[src/rtl/edge_irq_pkg.sv]
package edge_irq_pkg;

    typedef enum logic [0:0] {
        IRQ_IDLE    = 1'b0,
        IRQ_PENDING = 1'b1
    } irq_state_e;

    localparam logic [1:0] SEL_OFF  = 2'b00;
    localparam logic [1:0] SEL_RISE = 2'b01;
    localparam logic [1:0] SEL_FALL = 2'b10;
    localparam logic [1:0] SEL_BOTH = 2'b11;

endpackage

[src/rtl/edge_irq_sync.sv]
module edge_irq_sync #(
    parameter int N = 16
) (
    input  logic         clk,
    input  logic         rst_n,
    input  logic [N-1:0] pin_i,
    output logic [N-1:0] rise_o,
    output logic [N-1:0] fall_o
);
    logic [N-1:0] meta_q, sync_q, prev_q;

    always_ff @(posedge clk or negedge rst_n) begin
        if (!rst_n) begin
            meta_q <= '0;
            sync_q <= '0;
            prev_q <= '0;
        end else begin
            meta_q <= pin_i;
            sync_q <= meta_q;
            prev_q <= sync_q;
        end
    end

    assign rise_o = sync_q & ~prev_q;
    assign fall_o = ~sync_q & prev_q;
endmodule

[src/rtl/edge_irq_regs.sv]
module edge_irq_regs #(
    parameter int N  = 16,
    parameter int AW = 3
) (
    input  logic         clk,
    input  logic         rst_n,
    input  logic         wr_i,
    input  logic [AW-1:0] addr_i,
    input  logic [7:0]   wdata_i,
    input  logic [N-1:0] rise_i,
    input  logic [N-1:0] fall_i,
    output logic [7:0]   rdata_o,
    output logic [N-1:0] src_o,
    output logic [N-1:0] mask_o,
    output logic [N-1:0] hit_o
);
    localparam int SEL_BYTES = N / 4;
    localparam int BIT_BYTES = N / 8;
    localparam int MASK_BASE = SEL_BYTES;
    localparam int SRC_BASE  = SEL_BYTES + BIT_BYTES;

    logic [2*N-1:0] sel_q;
    logic [N-1:0]   mask_q, src_q, clr;

    for (genvar n = 0; n < N; n++) begin : g_line
        assign hit_o[n] = ~mask_q[n] &
                          ((rise_i[n] & sel_q[2*n]) | (fall_i[n] & sel_q[2*n+1]));
    end

    always_comb begin
        clr = '0;
        for (int b = 0; b < BIT_BYTES; b++) begin
            if (wr_i && addr_i == AW'(SRC_BASE + b))
                clr[(BIT_BYTES-1-b)*8 +: 8] = wdata_i;
        end
    end

    always_ff @(posedge clk or negedge rst_n) begin
        if (!rst_n) begin
            sel_q  <= '0;
            mask_q <= '1;
            src_q  <= '0;
        end else begin
            for (int b = 0; b < SEL_BYTES; b++) begin
                if (wr_i && addr_i == AW'(b))
                    sel_q[(SEL_BYTES-1-b)*8 +: 8] <= wdata_i;
            end
            for (int b = 0; b < BIT_BYTES; b++) begin
                if (wr_i && addr_i == AW'(MASK_BASE + b))
                    mask_q[(BIT_BYTES-1-b)*8 +: 8] <= wdata_i;
            end
            src_q <= (src_q & ~clr) | hit_o;
        end
    end

    always_comb begin
        rdata_o = '0;
        for (int b = 0; b < SEL_BYTES; b++)
            if (addr_i == AW'(b)) rdata_o = sel_q[(SEL_BYTES-1-b)*8 +: 8];
        for (int b = 0; b < BIT_BYTES; b++) begin
            if (addr_i == AW'(MASK_BASE + b)) rdata_o = mask_q[(BIT_BYTES-1-b)*8 +: 8];
            if (addr_i == AW'(SRC_BASE + b))  rdata_o = src_q[(BIT_BYTES-1-b)*8 +: 8];
        end
    end

    assign src_o  = src_q;
    assign mask_o = mask_q;
endmodule

[src/rtl/edge_irq_fsm.sv]
module edge_irq_fsm
    import edge_irq_pkg::*;
(
    input  logic clk,
    input  logic rst_n,
    input  logic pending_i,
    output logic irq_n_o
);
    irq_state_e state_q, state_d;

    always_ff @(posedge clk or negedge rst_n) begin
        if (!rst_n) state_q <= IRQ_IDLE;
        else        state_q <= state_d;
    end

    always_comb begin
        state_d = state_q;
        unique case (state_q)
            IRQ_IDLE:    if (pending_i)  state_d = IRQ_PENDING;
            IRQ_PENDING: if (!pending_i) state_d = IRQ_IDLE;
            default:     state_d = IRQ_IDLE;
        endcase
    end

    always_comb begin
        unique case (state_q)
            IRQ_PENDING: irq_n_o = 1'b0;
            default:     irq_n_o = 1'b1;
        endcase
    end
endmodule

[src/rtl/edge_irq_ctrl.sv]
module edge_irq_ctrl #(
    parameter int NUM_LINES = 16,
    parameter int ADDR_W    = $clog2(NUM_LINES / 2)
) (
    input  logic                 clk,
    input  logic                 rst_n,
    input  logic [NUM_LINES-1:0] line_i,
    input  logic [ADDR_W-1:0]    bus_addr,
    input  logic                 bus_wr,
    input  logic [7:0]           bus_wdata,
    output logic [7:0]           bus_rdata,
    output logic                 irq_n
);
    logic [NUM_LINES-1:0] rise_w, fall_w, src_w, mask_w, hit_w;

    edge_irq_sync #(.N(NUM_LINES)) u_sync (
        .clk    (clk),
        .rst_n  (rst_n),
        .pin_i  (line_i),
        .rise_o (rise_w),
        .fall_o (fall_w)
    );

    edge_irq_regs #(.N(NUM_LINES), .AW(ADDR_W)) u_regs (
        .clk     (clk),
        .rst_n   (rst_n),
        .wr_i    (bus_wr),
        .addr_i  (bus_addr),
        .wdata_i (bus_wdata),
        .rise_i  (rise_w),
        .fall_i  (fall_w),
        .rdata_o (bus_rdata),
        .src_o   (src_w),
        .mask_o  (mask_w),
        .hit_o   (hit_w)
    );

    edge_irq_fsm u_fsm (
        .clk       (clk),
        .rst_n     (rst_n),
        .pending_i (|src_w),
        .irq_n_o   (irq_n)
    );
endmodule

[config.mk]
export PLATFORM = sky130hd
export DESIGN_NAME = edge_irq_ctrl
export DESIGN_NICKNAME = d
export VERILOG_FILES = /design/src/rtl/edge_irq_pkg.sv /design/src/rtl/edge_irq_sync.sv /design/src/rtl/edge_irq_regs.sv /design/src/rtl/edge_irq_fsm.sv /design/src/rtl/edge_irq_ctrl.sv
export SDC_FILE = /design/constraint.sdc
export NUM_CORES = 1
export LEC_CHECK = 0
export BUFFER_PORTS_ARGS = -buffer_cell sky130_fd_sc_hd__buf_2
export CAP_MARGIN = 15
export CORE_ASPECT_RATIO = 1.75
export CORE_MARGIN = 2
export CORE_UTILIZATION = 60
export CTS_CLUSTER_SIZE = 16
export DETAILED_ROUTE_END_ITERATION = 10
export PLACE_DENSITY = 0.8
export SLEW_MARGIN = 20
export SYNTH_ARGS = -nofsm -noshare
export SYNTH_HDL_FRONTEND = slang
export SYNTH_HIERARCHICAL = 1
export SYNTH_SLANG_ARGS = --single-unit
[constraint.sdc]
create_clock -name clk -period 3.8 [get_ports clk]
set_clock_uncertainty 0.1 [all_clocks]
set_input_delay 0.19 -clock clk [delete_from_list [all_inputs] [get_ports clk]]
set_output_delay 0.19 -clock clk [all_outputs]
set_load 0.05 [all_outputs]
==> results.json <==
{
  "drt_iter0_drc": 216,
  "die_w_um": 72.9,
  "ir_drop_v": 0.000481,
  "crit_required_ps": 3510,
  "period_share_pct": 67.9,
  "vias": 3233,
  "synth_cells": 367,
  "numCtsBuffers": 17,
  "start_util_pct": 60.8,
  "yosysTopAreaCell": "dfrtp_1",
  "synth-seq-area-share_pct": 57.1,
  "grt_overflow_total": 0,
  "mostFrequentLayoutCells": "dfrtp_1 (97), mux2_2 (40), buf_2 (37), and2b_2 (32), nor2_1 (24)",
  "wl_per_cell_um": 19.9,
  "hpwl_um": 6930,
  "grt_max_degree": 58,
  "dieArea_mm2": 0.00908,
  "clock_path_buffers": 2,
  "synth_top_area_share_pct": 48.7,
  "drc": 0,
  "slew_headroom_pct": 41.5,
  "drv_cap": 0,
  "r2r_cells": 4,
  "async_flop_share_pct": 100,
  "clkLatencyLatePin_ps": 410,
  "syn_avg_cell_area_um2": 13.6,
  "power_mw": 3.75,
  "status": "complete, no violations",
  "drtPass1Iterations": 4,
  "path_cells": "buf_2 -> nor2b_1 -> a32o_1 -> o21ai_0 -> a21oi_1 -> buf_2",
  "diodes": 0,
  "drv_slew": 0,
  "power.density_mw_per_mm2": 627,
  "postRouteAntennaNets": 0,
  "post_drt_via_cell_ratio": 6.07,
  "nFillCells": 527,
  "synth_edf_count": 0,
  "tns_ps": 0,
  "grt_setup_unrepaired": "no",
  "core_area_mm2": 0.00820,
  "path_class": "primary input to output port",
  "grt_pass1_vias": 3461,
  "drive_gt1_share_pct": 42.4,
  "crit_path_max_fanout": 33,
  "synth_cell_types": 38,
  "max_stage_delay_ps": 630,
  "ys_warn_count": 6,
  "synth-seq-cells": 113,
  "final_common_cell": "dfrtp_1",
  "synth_area_mm2": 0.00498,
  "p_leak_nw": 2.61,
  "whs_path_depth": 3,
  "setup_viol": 0,
  "htree_levels": 4,
  "post-route-util_pct": 73.0,
  "start_kind": "primary input",
  "tightest_slew_ps": 873,
  "cts_sinks": 113,
  "path_clk_slew_ps": 50,
  "cp.arrival_ps": 2290,
  "grt_pass1_wl_um": 17400,
  "fmax_mhz": 388,
  "antenna_found_initial": 0,
  "die_h_um": 125,
  "final_nets": 459,
  "worst_path_max_delay_cell": "nor2b_1",
  "cpMostUsedCell": "buf_2",
  "timing_hold_violations_final": 0,
  "rows": 44,
  "place.gp.congestion": 0.912,
  "syn_to_final_growth_pct": 20.1,
  "min_path_type": "primary input to flip-flop",
  "syn_nets": 397,
  "synth_top_flop_cell": "dfrtp_1",
  "portBuffers": 38,
  "cts_tree": "done",
  "period_needed_ps": 2580,
  "drt_wl_total_um": 10600,
  "grt_usage_pct": 26.2,
  "cts-root-buf": "clkbuf_16",
  "io_pins": 39,
  "multi_input_area_mm2": 0.00204,
  "crit_path_end_kind": "output port",
  "synth_area_leaders": "dfrtp_1 (49%), mux2_2 (9.0%), dfstp_2 (8.4%)",
  "seq_area_mm2": 0.00285
}
-- synth_stat cells, types with 3 or more instances --
cell and n:
a21boi_0 7, buf_2 6, mux2_2 40, nor2b_1 3, a32o_1 7, dfstp_2 16, nand2b_1 7, a21o_1 16
a21oi_1 9, buf_4 4, mux4_2 7, o21ai_0 8, dfrtp_1 97, nand2_1 19, a2111oi_2 7, and2b_2 32
nor2_1 24, mux2i_1 9, mux2_4 8, a22oi_1 16, nor4_1 4
-- final timing paths --
| check | start | to | slack, ps |
|---|---|---|---|
| worst max register to register | u_sync/sync_q[12] | u_regs/src_o[12] | 2500 |
| worst max-delay path | bus_addr[1] | bus_rdata[3] | 1220 |
| worst min-delay path | bus_wdata[2] | u_regs/src_o[10] | 30 |
| max in group asynchronous | rst_n | u_regs/mask_o[2] | 2410 |
| worst min register to register | u_sync/meta_q[7] | u_sync/sync_q[7] | 240 |
| min in group asynchronous | rst_n | u_sync/meta_q[0] | 270 |
-- state kept, by name, summed over array words and instances (netlist names) --
name           cells
u_regs/src_o      16
u_sync/prev_q     16
u_fsm/state_q      1
u_regs/sel_q      32
u_sync/sync_q     16
u_sync/meta_q     16
u_regs/mask_o     16
-- kinds of logic (layout without fill, tap and decap cells) --
logic type,count (synthesis),after routing,share of synthesized area [%]
buffers and inverters,17,91,2.03
AND/OR/NAND/NOR,100,100,12.9
multiplexers,64,64,16.4
AO/OA/AOI/OAI,73,73,11.5
flip-flops,113,113,57.1
-- through the flow --
stage	hold WS, ps	cells	instance area, um2	worst slack, ps
2_1_floorplan	-206	367	4980	1720
3_3_place_gp	188	485	5220	1320
3_5_place_dp	193	485	5220	1300
4_1_cts	14.5	533	5990	1270
5_1_grt	29.6	533	5990	1080
6_report	32.6	533	5990	1220
-- worst max-delay path: cells and delay by family --
| kind | cells | cell delay (ps) |
|---|---|---|
| buffers and inverters | 2 | 860 |
| and+or+nand+nor | 1 | 630 |
| AOI/OAI and AO/OA | 3 | 600 |
-- layer usage --
metal | share of wire, % | track usage, %
met1 | 38 | 30.7
met2 | 52 | 41.8
met3 | 5.1 | 7.20
met4 | 5.3 | 15.9
met5 | 0 | 0
-- power breakdown --
part	switching [mW]	internal [mW]	leakage, nW	total (mW)
logic	0.282	0.287	1.05	0.570
registers	0.179	1.42	1.28	1.60
clock network	0.523	1.06	0.281	1.58
-- final cells by class --
cell class / count / share of cell area [%]
Timing Repair Buffer: 58 / 6.44
Sequential cell: 113 / 47.6
Clock inverter: 10 / 2.26
Tap cell: 92 / 1.92
Multi-Input combinational cell: 237 / 34.0
Clock buffer: 21 / 7.69
Inverter: 2 / 0.125
-- timing repair --
item / in CTS / in global routing
setup buffers: 0 / 0
gates resized for setup: 0 / 0
endpoints found under the hold margin: 62 / 0
hold buffers: 17 / 0
Power figures use the tool's default switching activity.
